**src/rtl/vlock_pkg.sv**
```systemverilog
package vlock_pkg;
    typedef enum logic [0:0] {
        ST_HUNT   = 1'b0,
        ST_LOCKED = 1'b1
    } lock_state_t;
endpackage

```
**src/rtl/vref_qualifier.sv**
```systemverilog
module vref_qualifier #(
    parameter int MIN_PULSE_LINES = 2
) (
    input  logic clk,
    input  logic rst_n,
    input  logic h_strobe,
    input  logic src_sel,
    input  logic ext_pol,
    input  logic vid_vsync,
    input  logic ext_vin,
    output logic qual
);
    localparam int WW = $clog2(MIN_PULSE_LINES + 1);

    logic          ref_r;
    logic [WW-1:0] wcnt;

    // registered reference level, polarity folded in for the external pin
    always_ff @(posedge clk) begin
        if (!rst_n) begin
            ref_r <= 1'b0;
        end else begin
            ref_r <= src_sel ? (ext_vin ^ ext_pol) : vid_vsync;
        end
    end

    // width counter in lines, saturating at the minimum width
    always_ff @(posedge clk) begin
        if (!rst_n || !ref_r) begin
            wcnt <= '0;
        end else if (h_strobe && wcnt != WW'(MIN_PULSE_LINES)) begin
            wcnt <= wcnt + 1'b1;
        end
    end

    assign qual = h_strobe && ref_r && (wcnt == WW'(MIN_PULSE_LINES - 1));
endmodule

```
**src/rtl/vline_counter.sv**
```systemverilog
module vline_counter #(
    parameter int LINES_A     = 525,
    parameter int LINES_B     = 625,
    parameter int RELOAD_LINE = 2,
    parameter int CW          = 9
) (
    input  logic          clk,
    input  logic          rst_n,
    input  logic          h_strobe,
    input  logic          fmt_sel,
    input  logic          reload,
    output logic [CW-1:0] line_cnt,
    output logic          field_odd,
    output logic          vpulse
);
    localparam int LAST_A_EVEN = (LINES_A + 1) / 2 - 1;
    localparam int LAST_A_ODD  = LINES_A / 2 - 1;
    localparam int LAST_B_EVEN = (LINES_B + 1) / 2 - 1;
    localparam int LAST_B_ODD  = LINES_B / 2 - 1;

    logic [CW-1:0] field_last;
    logic          wrap;

    always_comb begin
        if (fmt_sel) begin
            field_last = field_odd ? CW'(LAST_B_ODD) : CW'(LAST_B_EVEN);
        end else begin
            field_last = field_odd ? CW'(LAST_A_ODD) : CW'(LAST_A_EVEN);
        end
    end

    assign wrap = h_strobe && !reload && (line_cnt >= field_last);

    always_ff @(posedge clk) begin
        if (!rst_n) begin
            line_cnt  <= '0;
            field_odd <= 1'b0;
            vpulse    <= 1'b0;
        end else begin
            vpulse <= wrap;
            if (reload) begin
                line_cnt <= CW'(RELOAD_LINE);
            end else if (wrap) begin
                line_cnt  <= '0;
                field_odd <= !field_odd;
            end else if (h_strobe) begin
                line_cnt <= line_cnt + 1'b1;
            end
        end
    end
endmodule

```
**src/rtl/vlock_fsm.sv**
```systemverilog
module vlock_fsm
    import vlock_pkg::*;
#(
    parameter int ACQ_FIELDS  = 4,
    parameter int LOSE_FIELDS = 8,
    parameter int WIN_HI      = 2,
    parameter int CW          = 9
) (
    input  logic          clk,
    input  logic          rst_n,
    input  logic          h_strobe,
    input  logic          qual,
    input  logic [CW-1:0] line_cnt,
    output logic          locked,
    output logic          reload
);
    localparam int HW = $clog2(ACQ_FIELDS + 1);
    localparam int MW = $clog2(LOSE_FIELDS + 1);

    lock_state_t   st, st_nx;
    logic [HW-1:0] hit_cnt, hit_nx;
    logic [MW-1:0] miss_cnt, miss_nx;
    logic          win_hit;
    logic          hit_now;
    logic          eval;

    assign hit_now = qual && (line_cnt <= CW'(WIN_HI));
    assign eval    = h_strobe && (line_cnt == CW'(WIN_HI + 1));

    // state register and field counters
    always_ff @(posedge clk) begin
        if (!rst_n) begin
            st       <= ST_HUNT;
            hit_cnt  <= '0;
            miss_cnt <= '0;
            win_hit  <= 1'b0;
        end else begin
            st       <= st_nx;
            hit_cnt  <= hit_nx;
            miss_cnt <= miss_nx;
            if (eval) begin
                win_hit <= 1'b0;
            end else if (hit_now) begin
                win_hit <= 1'b1;
            end
        end
    end

    // transitions: acquire (HUNT->LOCKED), release (LOCKED->HUNT)
    always_comb begin
        st_nx   = st;
        hit_nx  = hit_cnt;
        miss_nx = miss_cnt;
        unique case (st)
            ST_HUNT: begin
                if (eval) begin
                    if (!win_hit) begin
                        hit_nx = '0;
                    end else if (hit_cnt == HW'(ACQ_FIELDS - 1)) begin
                        st_nx   = ST_LOCKED;
                        hit_nx  = '0;
                        miss_nx = '0;
                    end else begin
                        hit_nx = hit_cnt + 1'b1;
                    end
                end
            end
            ST_LOCKED: begin
                if (eval) begin
                    if (win_hit) begin
                        miss_nx = '0;
                    end else if (miss_cnt == MW'(LOSE_FIELDS - 1)) begin
                        st_nx   = ST_HUNT;
                        hit_nx  = '0;
                        miss_nx = '0;
                    end else begin
                        miss_nx = miss_cnt + 1'b1;
                    end
                end
            end
            default: st_nx = ST_HUNT;
        endcase
    end

    // outputs
    always_comb begin
        locked = (st == ST_LOCKED);
        reload = qual && (st == ST_HUNT);
    end
endmodule

```
**src/rtl/vsync_flywheel_lock.sv**
```systemverilog
module vsync_flywheel_lock #(
    parameter int LINES_A         = 525,
    parameter int LINES_B         = 625,
    parameter int ACQ_FIELDS      = 4,
    parameter int LOSE_FIELDS     = 8,
    parameter int MIN_PULSE_LINES = 2,
    localparam int MAX_FIELD      = ((LINES_A > LINES_B ? LINES_A : LINES_B) + 1) / 2,
    localparam int CW             = $clog2(MAX_FIELD + 1)
) (
    input  logic          clk,
    input  logic          rst_n,
    input  logic          h_strobe,
    input  logic          src_sel,
    input  logic          ext_pol,
    input  logic          vid_vsync,
    input  logic          ext_vin,
    input  logic          fmt_sel,
    output logic          lock,
    output logic [CW-1:0] line_cnt,
    output logic          field_odd,
    output logic          vpulse
);
    logic qual;
    logic reload;

    vref_qualifier #(
        .MIN_PULSE_LINES(MIN_PULSE_LINES)
    ) qual_i (
        .clk      (clk),
        .rst_n    (rst_n),
        .h_strobe (h_strobe),
        .src_sel  (src_sel),
        .ext_pol  (ext_pol),
        .vid_vsync(vid_vsync),
        .ext_vin  (ext_vin),
        .qual     (qual)
    );

    vline_counter #(
        .LINES_A    (LINES_A),
        .LINES_B    (LINES_B),
        .RELOAD_LINE(MIN_PULSE_LINES),
        .CW         (CW)
    ) cnt_i (
        .clk      (clk),
        .rst_n    (rst_n),
        .h_strobe (h_strobe),
        .fmt_sel  (fmt_sel),
        .reload   (reload),
        .line_cnt (line_cnt),
        .field_odd(field_odd),
        .vpulse   (vpulse)
    );

    vlock_fsm #(
        .ACQ_FIELDS (ACQ_FIELDS),
        .LOSE_FIELDS(LOSE_FIELDS),
        .WIN_HI     (MIN_PULSE_LINES),
        .CW         (CW)
    ) fsm_i (
        .clk     (clk),
        .rst_n   (rst_n),
        .h_strobe(h_strobe),
        .qual    (qual),
        .line_cnt(line_cnt),
        .locked  (lock),
        .reload  (reload)
    );
endmodule

```
**config.mk**
```make
export PLATFORM = sky130hd
export DESIGN_NAME = vsync_flywheel_lock
export DESIGN_NICKNAME = d
export VERILOG_FILES = /design/src/rtl/vlock_pkg.sv /design/src/rtl/vref_qualifier.sv /design/src/rtl/vline_counter.sv /design/src/rtl/vlock_fsm.sv /design/src/rtl/vsync_flywheel_lock.sv
export SDC_FILE = /design/constraint.sdc
export NUM_CORES = 1
export LEC_CHECK = 0
export ABC_AREA = 1
export BUFFER_PORTS_ARGS = -buffer_cell sky130_fd_sc_hd__buf_4
export CORE_MARGIN = 2
export CORE_UTILIZATION = 40
export DETAILED_ROUTE_END_ITERATION = 8
export GPL_TIMING_DRIVEN = 0
export PLACE_DENSITY = 0.57
export SETUP_SLACK_MARGIN = 0.5
export SLEW_MARGIN = 20
export SYNTH_ARGS = -nofsm -noshare
export SYNTH_HDL_FRONTEND = slang
export SYNTH_SLANG_ARGS = --single-unit
```
**constraint.sdc**
```tcl
create_clock -name clk -period 2.8 [get_ports clk]
set_clock_uncertainty 0.2 [all_clocks]
set_input_delay 0.56 -clock clk [delete_from_list [all_inputs] [get_ports clk]]
set_output_delay 0.56 -clock clk [all_outputs]
set_load 0.02 [all_outputs]
```
After elaboration in Yosys (flattened, before gate mapping) --
Index checks and enable logic that the tools add are counted.
Operators by class: $add $sub $neg 4, magnitude comparators 2, equal/unequal tests 11, multiplexer cells 28, bitwise operators 4, reductions and logical operators 19
Operator list (count):
- 4-bit two-way mux | 7
- 3-bit two-way mux | 6
- 9-bit by 1-bit adder with 9-bit output (second input constant) | 1
- 9-bit by 2-bit equality test with 1-bit output (second input constant) | 1
- 9-bit >= comparator | 1
- 9-bit by 2-bit <= comparator with 1-bit output (second input constant) | 1
- 9-bit two-way mux | 1
- 1-bit logical AND | 8
- 2-bit two-way mux | 4
- 2-bit != test (second input constant) | 4
- 4-bit one-hot mux with 2 select lines | 1
- 4-bit AND reduction | 2
- 1-bit two-way mux | 7
- 2-bit by 1-bit != test with 1-bit output (second input constant) | 3
- 3-bit one-hot mux with 2 select lines | 1
- 4-bit by 1-bit adder with 4-bit output (second input constant) | 1
- 4-bit by 3-bit equality test with 1-bit output (second input constant) | 1
- 1-bit logical NOT | 4
- 3-bit by 1-bit adder with 3-bit output (second input constant) | 1
- 3-bit by 2-bit equality test with 1-bit output (second input constant) | 1
- 1-bit NOT | 3
- 3-bit nonzero test | 1
- 3-bit OR reduction | 1
- 2-bit by 1-bit adder with 2-bit output (second input constant) | 1
- other kinds (6) | 6
Word-level totals: register bits after elaboration 23, input port bits 8, word-level logic and storage cells 78

Depth between registers and ports, before layout --
Gate-level depths: netlist of run 1.
depth after elaboration 8, mapped depth 13

By module --
Synthesis of run 1 repeated with hierarchy kept, for this count alone.
Unflattened totals: cell total of the unflattened synthesis 208, area, all modules 1501.4 um2
By module, submodules not included:
- vline_counter | instances 1, cells each 85, area each 660.6 um2
- vlock_fsm | instances 1, cells each 94, area each 651.9 um2
- vref_qualifier | instances 1, cells each 29, area each 188.9 um2

Worst setup path before layout of run 1 --
Ideal clock, no wire load.
path type in2reg, from input fmt_sel, to register cnt_i.line_cnt[3], data arrival time 1.669 ns, required time 2.484 ns, slack 0.815 ns, stages on the path 12, cell sequence ha_1 -> inv_1 -> ha_1 -> nand2_1 -> nor2_1 -> nand2_1 -> nand3_1 -> nand2_1 -> nand2_1 -> nand2_2 -> nand3_2 -> nor2_1
Between the ends: longest elaborated chain between the ends 4
Ends and longest elaborated chain:
- start, declared | line vsync_flywheel_lock.sv:17 | input logic fmt_sel,
- 9-bit two-way mux | line vline_counter.sv:25 | if (fmt_sel) begin
- 9-bit >= comparator | line vline_counter.sv:32 | assign wrap = h_strobe && !reload && (line_cnt >= field_last);
- 1-bit logical AND | line vline_counter.sv:32
- 3-bit OR reduction (no line)
- end signal, assigned | line vline_counter.sv:42 | line_cnt <= CW'(RELOAD_LINE);
- end signal, assigned | line vline_counter.sv:47 | line_cnt <= line_cnt + 1'b1;
- end, declared | line vline_counter.sv:12 | output logic [CW-1:0] line_cnt,
No other way between the ends. A chain may end at the register's enable or synchronous reset.

Worst setup path after layout of run 1 --
from register cnt_i.field_odd, to register cnt_i.line_cnt[8]
Between the ends: longest elaborated chain between the ends 5, elaborated cells on any way between the ends 6
Ends and longest elaborated chain:
- start, declared | line vline_counter.sv:13 | output logic field_odd,
- start signal, assigned | line vline_counter.sv:45 | field_odd <= !field_odd;
- 2-bit two-way mux or 4-bit two-way mux (tied branches) | line vline_counter.sv:28, vline_counter.sv:26
- 9-bit two-way mux * | line vline_counter.sv:25
- 9-bit >= comparator * | line vline_counter.sv:32
- 1-bit logical AND * | line vline_counter.sv:32
- 3-bit OR reduction (no line) *
Mark *: on every way between the ends. The rest lies on a longest branch, timed or not.

==> results of run 1 <==
-- power groups by stage --
stage	clock network (uW)	logic, uW	registers, uW
3_3_place_gp	0	61.5	349
5_1_grt	179	73.1	343
3_5_place_dp	0	62.5	349
6_report	155	62.8	342
2_1_floorplan	0	36.9	351
4_1_cts	163	62.9	342
-- cell families (layout without fill, tap and decap cells) --
| logic type | after synthesis | in the layout |
|---|---|---|
| DFF | 23 | 23 |
| AOI/OAI and AO/OA | 23 | 23 |
| adders and majority gates | 13 | 13 |
| and+or+nand+nor | 87 | 87 |
| xor gates and xnor gates | 9 | 9 |
| buffers and inverters | 30 | 53 |
-- area by class of cell --
class	count	area, um^2
Buffer	1	3.754
Clock buffer	3	22.52
Clock inverter	1	5.005
Fill cell	352	1707
Inverter	29	108.9
Multi-Input combinational cell	132	777.0
Sequential cell	23	460.4
Tap cell	46	57.56
Timing Repair Buffer	19	142.6
-- through the flow --
stage	instance area (um^2)	power, uW	setup slack, ns	hold slack, ns	instances
finish	1578	559.3	0.7688	0.2685	254
global placement	1543	410.2	0.5379	0.2571	250
CTS	1570	567.8	0.6980	0.2626	254
detailed placement	1543	411.8	0.4930	0.2723	250
global route	1578	595.5	0.5514	0.2806	254
floorplan	1343	388.1	0.8153	0.2367	185
-- flip-flops by register name (all words and copies together), names as in the netlist --
register         count
cnt_i.vpulse         1
fsm_i.miss_cnt       4
fsm_i.win_hit        1
qual_i.wcnt          2
cnt_i.field_odd      1
qual_i.ref_r         1
fsm_i.locked         1
cnt_i.line_cnt       9
fsm_i.hit_cnt        3
-- metal layers --
metal / part of all wire / vias to the layer above / track usage / wire length (um)
li1: - / 630 / - / -
met5: 0 / - / 0 / 0
met1: 0.50 / 522 / 0.1975 / 1262
met2: 0.45 / 21 / 0.2632 / 1146
met3: 0.036 / 4 / 0.01863 / 91
met4: 0.017 / 0 / 0.06383 / 43
-- path summary, 6_finish.rpt --
| path | startpoint | end | slack (ns) | depth (start not counted) |
|---|---|---|---|---|
| worst max-delay path | cnt_i.field_odd$_SDFFE_PN0P_ | cnt_i.line_cnt[8]$_SDFFE_PP0P_ | 0.77 | 13 |
| worst min-delay path | src_sel | qual_i.ref_r$_SDFF_PN0_ | 0.27 | 3 |
| worst max register to register | cnt_i.field_odd$_SDFFE_PN0P_ | cnt_i.line_cnt[8]$_SDFFE_PP0P_ | 0.77 | 13 |
| worst min register to register | qual_i.ref_r$_SDFF_PN0_ | qual_i.wcnt[0]$_SDFFE_PP0P_ | 0.28 | 2 |
-- cells in the final DEF (no fill, tap or decap) --
master    Yosys  routed
nand2_2       3       3
clkbuf_4      0       3
nand2_1      36      36
dfxtp_1      23      23
a21oi_4       1       1
clkbuf_1      1       1
o21ai_1       1       1
xnor2_1       4       4
a21oi_1      10      10
nand3_1       6       6
nor2_1       28      28
inv_2         1       1
buf_4         0      19
nand4_1       3       3
nand2_4       1       1
clkinv_2      0       1
nor2_4        1       1
xor2_1        5       5
nor3_1        4       4
ha_1         13      13
nand3_4       0       1
o21ai_2       1       1
nand3_2       2       1
inv_1        28      28
o21ai_0       7       7
nand3b_1      1       1
a211oi_1      2       2
nor2_2        2       2
o211ai_1      1       1
-- what timing repair did --
item                                    CTS  global route
gates resized for setup                   0             1
endpoints found under the setup margin    0             5
endpoints found under the hold margin     0             0
hold buffers                              0             0
-- worst max-delay path, cell delays in order, from the launching register on --
cell and delay [ns]:
dfxtp_1 0.40, inv_1 0.08, ha_1 0.27, inv_1 0.04, ha_1 0.26, nand2_1 0.07, nor2_1 0.03, nand2_1 0.05
nand3_1 0.07, nand2_1 0.06, nand2_1 0.09, nand2_2 0.13, nand3_4 0.13, nor2_1 0.10
==> summary.md, run 1 <==
| Metric | Value |
|---|---|
| I/O Buffers | `19` |
| Final setup vio count | `0` |
| First-pass GRT wire length | `4374 um` |
| Measured slew at the worst slew-check pin | `0.4225 ns` |
| DIE AREA | `3836 um^2` |
| Yosys reg bits | `23` |
| Worst setup EP type | `register` |
| Number of global-route vias before repair | `1,030` |
| Core area | `approximately 3300 um^2` |
| EDFF count, synth | `0` |
| Run status | `finished clean` |
| Hold Vio Cnt, Final | `0` |
| Synth Cell Area | `1343 um^2` |
| CP arrival | `2.09 ns` |
| P&R area growth vs syn | `17.52%` |
| Total GRT Usage | `0.1545` |
| Critical Path RT | `2.86 ns` |
| Final core occ | `0.4804` |
| Ys flop type | `dfxtp_1` |
| Critical path class | `register to register` |
| Inserted Diodes | `0` |
| Num CTS Buffers | `3` |
| Routed Antenna Nets | `0` |
| Mapped Avg Cell Area | `7.257 um^2` |
| DP HPWL | `2044 um` |
| Site Rows | `21` |
| Initial core utilization | `0.4088` |
| Synth Area in Compound Gates | `0.1025` |
| Top Ports | `20` |
| CTS tree | `done` |
| Nets@finish | `230` |
| Maximum clock frequency | `between 0.4 and 0.5 GHz` |
| Share of cells above drive strength 1 | `0.1683` |
| CTS max path bufs | `2` |
| Root Buffer | `clkbuf_4` |
| Initial antenna violation count | `0` |
| Gate Count Post-Synth | `185` |
| Die H | `61.94 um` |
| Leak pwr | `0.0007474 uW` |
| Async set-or-reset flop fraction in the synthesized netlist | `0` |
| Mux contribution to synthesized area | `0` |
| GPL Wtd Cong | `0.7643` |
| Register share of total power | `0.611` |
| Drt via density | `4.634` |
| Post-CTS Setup Inserts | `0` |
| H-tree level count | `1` |
| Netlist cell types | `25` |
| Register area share after synthesis | `0.3430` |
| Critical Path Start Type | `register` |
| Pre-antenna DRT Iters | `4` |
| Worst VDD drop | `232.0 uV` |
| Adder-cell share of the synthesized area | `0.1212` |
| P_int | `between 400 and 500 uW` |
| Largest family of logic cells by synthesized area | `simple AND/OR/NAND/NOR gates` |
| Worst-path maximum fanout | `8` |
| Simple-gate area share of the yosys netlist | `0.2908` |
| Clock sink total | `23` |
| Drt wl/cell | `10.01 um` |
| Post-Synth XOR/XNOR Area | `0.05871` |
| Fin crit share | `0.7254` |
| Clk_lat worst skew | `~0.31 ns` |
| Switch share | `0.2579` |
| Routed wire length | `2543 um` |
| Post-route DRC | `0` |
| Count leader, synth | `nand2_1` |
| Largest net degree at the start of global routing | `14` |
| Detailed-route via count | `1,177` |
| Final slew viol count | `0` |
| Commonest cells post-synth | `nand2_1 (36), inv_1 (28), nor2_1 (28)` |
| Max_slew headroom | `0.7184` |
| Hold crit path type | `input port to register` |
| Syn_nets | `between 200 and 250` |
| Max-Cap Viols | `0` |
| DRT iter0 DRCs | `35` |
| Area contributors post-synth | `dfxtp_1 (34%), ha_1 (12%), nand2_1 (10%)` |
| Clock period minus worst slack | `2.031 ns` |
| Synth warn | `0` |
| Combinational fraction of design power | `0.112` |
| RSZ-0062 raised after global routing | `false` |
| Power Dens Cells | `roughly 350 nW/um^2` |
| Area leader, netlist | `dfxtp_1` |
| GR Overflow Total | `0` |
| Clk pwr share | `0.276` |
| P_sw | `between 100 and 150 uW` |
| Chip Width | `between 60 and 70 um` |
| Worst-path clk slew | `around 0.13 ns` |
| Setup_tns | `0 ns` |
| Synth top area share | `0.3430` |
Note: power is estimated with default switching activity, not from simulation.
==> run 2: changes to the inputs <==
--- a/config.mk
+++ b/config.mk
@@ -5,7 +5,7 @@
 export SDC_FILE = /design/constraint.sdc
 export NUM_CORES = 1
 export LEC_CHECK = 0
-export ABC_AREA = 1
+export ABC_AREA = 0
 export BUFFER_PORTS_ARGS = -buffer_cell sky130_fd_sc_hd__buf_4
 export CORE_MARGIN = 2
 export CORE_UTILIZATION = 40
==> constraint.sdc (replaced) <==
create_clock -name clk -period 2 [get_ports clk]
set_clock_uncertainty 0.2 [all_clocks]
set_input_delay 0.4 -clock clk [delete_from_list [all_inputs] [get_ports clk]]
set_output_delay 0.4 -clock clk [all_outputs]
set_load 0.02 [all_outputs]
==> summary.md, run 2 <==
| Metric | Value |
|---|---|
| Count leader, synth | `dfxtp_1 (was nand2_1)` |
| Synth Cell Area | `1326 um^2 (was 1343 um^2)` |
| Die H | `61.58 um (was 61.94 um)` |
| Leak pwr | `0.0007451 uW (was 0.0007474 uW)` |
| Routed Antenna Nets | `0 (unchanged)` |
| Critical Path Start Type | `register (unchanged)` |
| Combinational fraction of design power | `0.155 (was 0.112)` |
| Measured slew at the worst slew-check pin | `0.5247 ns (was 0.4225 ns)` |
| DRT iter0 DRCs | `41 (was 35)` |
| Site Rows | `20 (was 21)` |
| Mapped Avg Cell Area | `8.783 um^2 (was 7.257 um^2)` |
| Top Ports | `20 (unchanged)` |
| Failing checks | `setup timing` |
| Multi-input gate area | `960.9 um^2 (was 777.0 um^2)` |
| Clk_lat worst skew | `0.31 ns (about the same)` |
| Synth warn | `0 (unchanged)` |
| EDFF count, synth | `0 (unchanged)` |
| Clk pwr share | `0.269 (was 0.276)` |
| Run status | `finished with violations (was finished clean)` |
| Root Buffer | `clkbuf_4 (unchanged)` |
| Detailed-route via count | `1,180 (was 1,177)` |
| I/O Buffers | `19 (unchanged)` |
| Yosys reg bits | `23 (unchanged)` |
| Initial core utilization | `0.4274 (was 0.4088)` |
| Worst VDD drop | `268.5 uV (was 232.0 uV)` |
| Clock sink total | `23 (unchanged)` |
| CTS max path bufs | `2 (unchanged)` |
| Core area | `3103 um^2 (was 3284 um^2)` |
| Post-route DRC | `0 (unchanged)` |
| Max reg flops | `9 (unchanged)` |
| Largest net degree at the start of global routing | `13 (was 14)` |
| Top Registers | `cnt_i.line_cnt x9, fsm_i.miss_cnt x4, fsm_i.hit_cnt x3 (unchanged)` |
| Largest reg by FF count | `cnt_i.line_cnt (unchanged)` |
| Worst-path clk slew | `0.12 ns (was 0.13 ns)` |
| P_sw | `209.8 uW (was 144.3 uW)` |
| GR Overflow Total | `0 (unchanged)` |
| Reg2reg start | `cnt_i.field_odd$_SDFFE_PN0P_ (unchanged)` |
| Inserted Diodes | `0 (unchanged)` |
| GPL Wtd Cong | `0.8102 (was 0.7643)` |
| Hold crit path type | `input port to register (unchanged)` |
| PnR worst setup slack | `-0.03367 ns (was 0.7688 ns)` |
| Crit path to | `cnt_i.line_cnt[8]$_SDFFE_PP0P_ (unchanged)` |
| Placed cell count | `214 (was 250)` |
| Routed wire length | `3016 um (was 2543 um)` |
| Switch share | `0.2601 (was 0.2579)` |
| Critical path class | `register to register (unchanged)` |
| DIE AREA | `3792 um^2 (was 3836 um^2)` |
| Worst setup path start | `cnt_i.field_odd$_SDFFE_PN0P_ (unchanged)` |
| WHS Path Cells | `2 (was 3)` |
| Power Dens Cells | `422.6 nW/um^2 (was 354.5 nW/um^2)` |
| Final slew viol count | `0 (unchanged)` |
| R2R depth | `10 (was 13)` |
| H-tree level count | `1 (unchanged)` |
| Netlist cell types | `40 (was 25)` |
| DP HPWL | `2048 um (was 2044 um)` |
| Total GRT Usage | `0.1778 (was 0.1545)` |
| CTS tree | `done (unchanged)` |
| Chip Width | `61.58 um (was 61.94 um)` |
| Gate Count Post-Synth | `151 (was 185)` |
| R2R Setup Slk | `-0.03 ns (was 0.77 ns)` |
| Worst setup EP type | `register (unchanged)` |
| Fillcell total | `289 (was 352)` |
| First-pass GRT wire length | `4974 um (was 4374 um)` |
| Max_slew headroom | `0.6489 (was 0.7184)` |
| Clock period minus worst slack | `2.034 ns (was 2.031 ns)` |
| Commonest cells post-synth | `dfxtp_1 (23), nand2_1 (15), ha_1 (13) (was nand2_1 (36), inv_1 (28), nor2_1 (28))` |
| Syn_nets | `172 (was 206)` |
| P_int | `597.0 uW (was 415.0 uW)` |
| Initial antenna violation count | `0 (unchanged)` |
| Worst-path maximum fanout | `6 (was 8)` |
| Number of global-route vias before repair | `1,128 (was 1,030)` |
| Nets@finish | `211 (was 230)` |
| Ys flop type | `dfxtp_1 (unchanged)` |
| Register Area | `493.0 um^2 (was 460.4 um^2)` |
| Smallest hold slack | `0.1150 ns (was 0.2685 ns)` |
| Hold Vio Cnt, Final | `0 (unchanged)` |
| Num CTS Buffers | `3 (unchanged)` |
| RSZ-0062 raised after global routing | `true (was false)` |
| Fin crit share | `1.017 (was 0.7254)` |
| P&R area growth vs syn | `43.96% (was 17.52%)` |
| Area contributors post-synth | `dfxtp_1 (35%), ha_1 (12%), nand2_1 (4.2%) (was dfxtp_1 (34%), ha_1 (12%), nand2_1 (10%))` |
| Final setup vio count | `8 (was 0)` |
| Async set-or-reset flop fraction in the synthesized netlist | `0 (unchanged)` |
| Filler-free cell count of the finished design | `233 (was 254)` |
| CP arrival | `2.04 ns (was 2.09 ns)` |
| Critical Path RT | `2.01 ns (was 2.86 ns)` |
| Most common cell after layout, fill and taps aside | `buf_4 (was nand2_1)` |
| Area leader, netlist | `dfxtp_1 (unchanged)` |
| Max-Cap Viols | `0 (unchanged)` |
| Register share of total power | `0.576 (was 0.611)` |
| Commonest non-fill, non-tap cells in the layout | `buf_4 (22), nand2_1 (13), dfxtp_1 (13), nor2_1 (11), buf_6 (11) (was nand2_1 (36), inv_1 (28), nor2_1 (28), dfxtp_1 (23), buf_4 (19))` |
| Pre-antenna DRT Iters | `4 (unchanged)` |
| Maximum clock frequency | `0.4917 GHz (was 0.4923 GHz)` |
| Register area share after synthesis | `0.3472 (was 0.3430)` |
| Drt via density | `5.064 (was 4.634)` |
| Reg2reg end | `cnt_i.line_cnt[8]$_SDFFE_PP0P_ (unchanged)` |
| Drt wl/cell | `12.94 um (was 10.01 um)` |
| Share of cells above drive strength 1 | `0.3862 (was 0.1683)` |
| Synth top area share | `0.3472 (was 0.3430)` |
## run 2: cell count changes in the layout (fill, tap and decap cells not counted), sizes merged, moves of 7 or more
cell   delta
nor2     -20
buf      +16
a21oi     -7
nand3     -7
nand2    -24
inv      -18
## run 2: cell type report
| class | count | share of cell area |
|---|---|---|
| buffer | 5 | 0.009830 |
| clock buffer | 4 | 0.01376 |
| inverter | 11 | 0.02425 |
| multi-input combinational | 112 | 0.5033 |
| sequential | 23 | 0.2582 |
| tap | 44 | 0.02883 |
| timing repair buffer | 34 | 0.1619 |
## run 2: worst min-delay path by stage
stage / start / slack (ns) / to
final: src_sel / 0.11 / qual_i.ref_r$_SDFF_PN0_
after global routing: src_sel / 0.11 / qual_i.ref_r$_SDFF_PN0_
after CTS: src_sel / 0.12 / qual_i.ref_r$_SDFF_PN0_
after detailed placement: fsm_i.hit_cnt[2]$_SDFFE_PN0P_ / 0.26 / fsm_i.hit_cnt[2]$_SDFFE_PN0P_
after global placement: fsm_i.hit_cnt[2]$_SDFFE_PN0P_ / 0.25 / fsm_i.hit_cnt[2]$_SDFFE_PN0P_
after floorplan: fsm_i.hit_cnt[1]$_SDFFE_PN0P_ / 0.24 / fsm_i.hit_cnt[1]$_SDFFE_PN0P_
## run 2: per-stage QoR
step | util | TNS (ns) | setup slack (ns) | total power (uW) | instance area, um^2
global route | 0.6153 | -1.235 | -0.1385 | 846.6 | 1909
global placement | 0.5097 | -2.873 | -0.2944 | 567.6 | 1582
floorplan | - | -0.05008 | -0.01554 | 536.1 | 1384
CTS | 0.5698 | -1.084 | -0.1195 | 801.7 | 1768
finish | 0.6153 | -0.1873 | -0.03367 | 806.8 | 1909
detailed placement | 0.5097 | -2.950 | -0.3146 | 569.7 | 1582
## run 2: kinds of logic after synthesis
group                    after synthesis  synth area share
AND/OR/NAND/NOR                       63            0.2736
AO/OA/AOI/OAI                         24            0.1274
flip-flops                            23            0.3472
buffers and inverters                 16           0.04528
adder cells (fa/ha/maj)               13            0.1226
XOR/XNOR                               8           0.05283
multiplexers                           4           0.03113
## run 2: timing repair
action                                  in CTS  in global routing
cloned                                       0                  0
buffers inserted                             8                  7
endpoints found under the hold margin        0                  0
endpoints found under the setup margin      27                 27
pin swaps                                    8                  6
hold buffers                                 0                  0
resized for setup                           22                 20
## run 2: worst max-delay path, cell delays in order, from the launching register on
cell	delay, ns
dfxtp_4	0.38
inv_4	0.04
ha_4	0.26
inv_4	0.03
ha_4	0.24
nand2_2	0.04
o21ai_2	0.12
a41oi_2	0.15
o31ai_4	0.25
buf_6	0.16
nor3_1	0.05
## run 2: power by group through the flow
| stage | logic, uW | registers, uW | clock network [uW] |
|---|---|---|---|
| global route | 137 | 466 | 243 |
| global placement | 87.4 | 480 | 0 |
| detailed placement | 89.7 | 480 | 0 |
| finish | 125 | 465 | 217 |
| floorplan | 53.7 | 482 | 0 |
| CTS | 109 | 469 | 223 |
## run 2: routing by layer
| metal | wire length (um) | global-route usage |
|---|---|---|
| met1 | 1444 | 0.2337 |
| met2 | 1424 | 0.2902 |
| met3 | 107 | 0.03992 |
| met4 | 40 | 0.05471 |
| met5 | 0 | 0 |
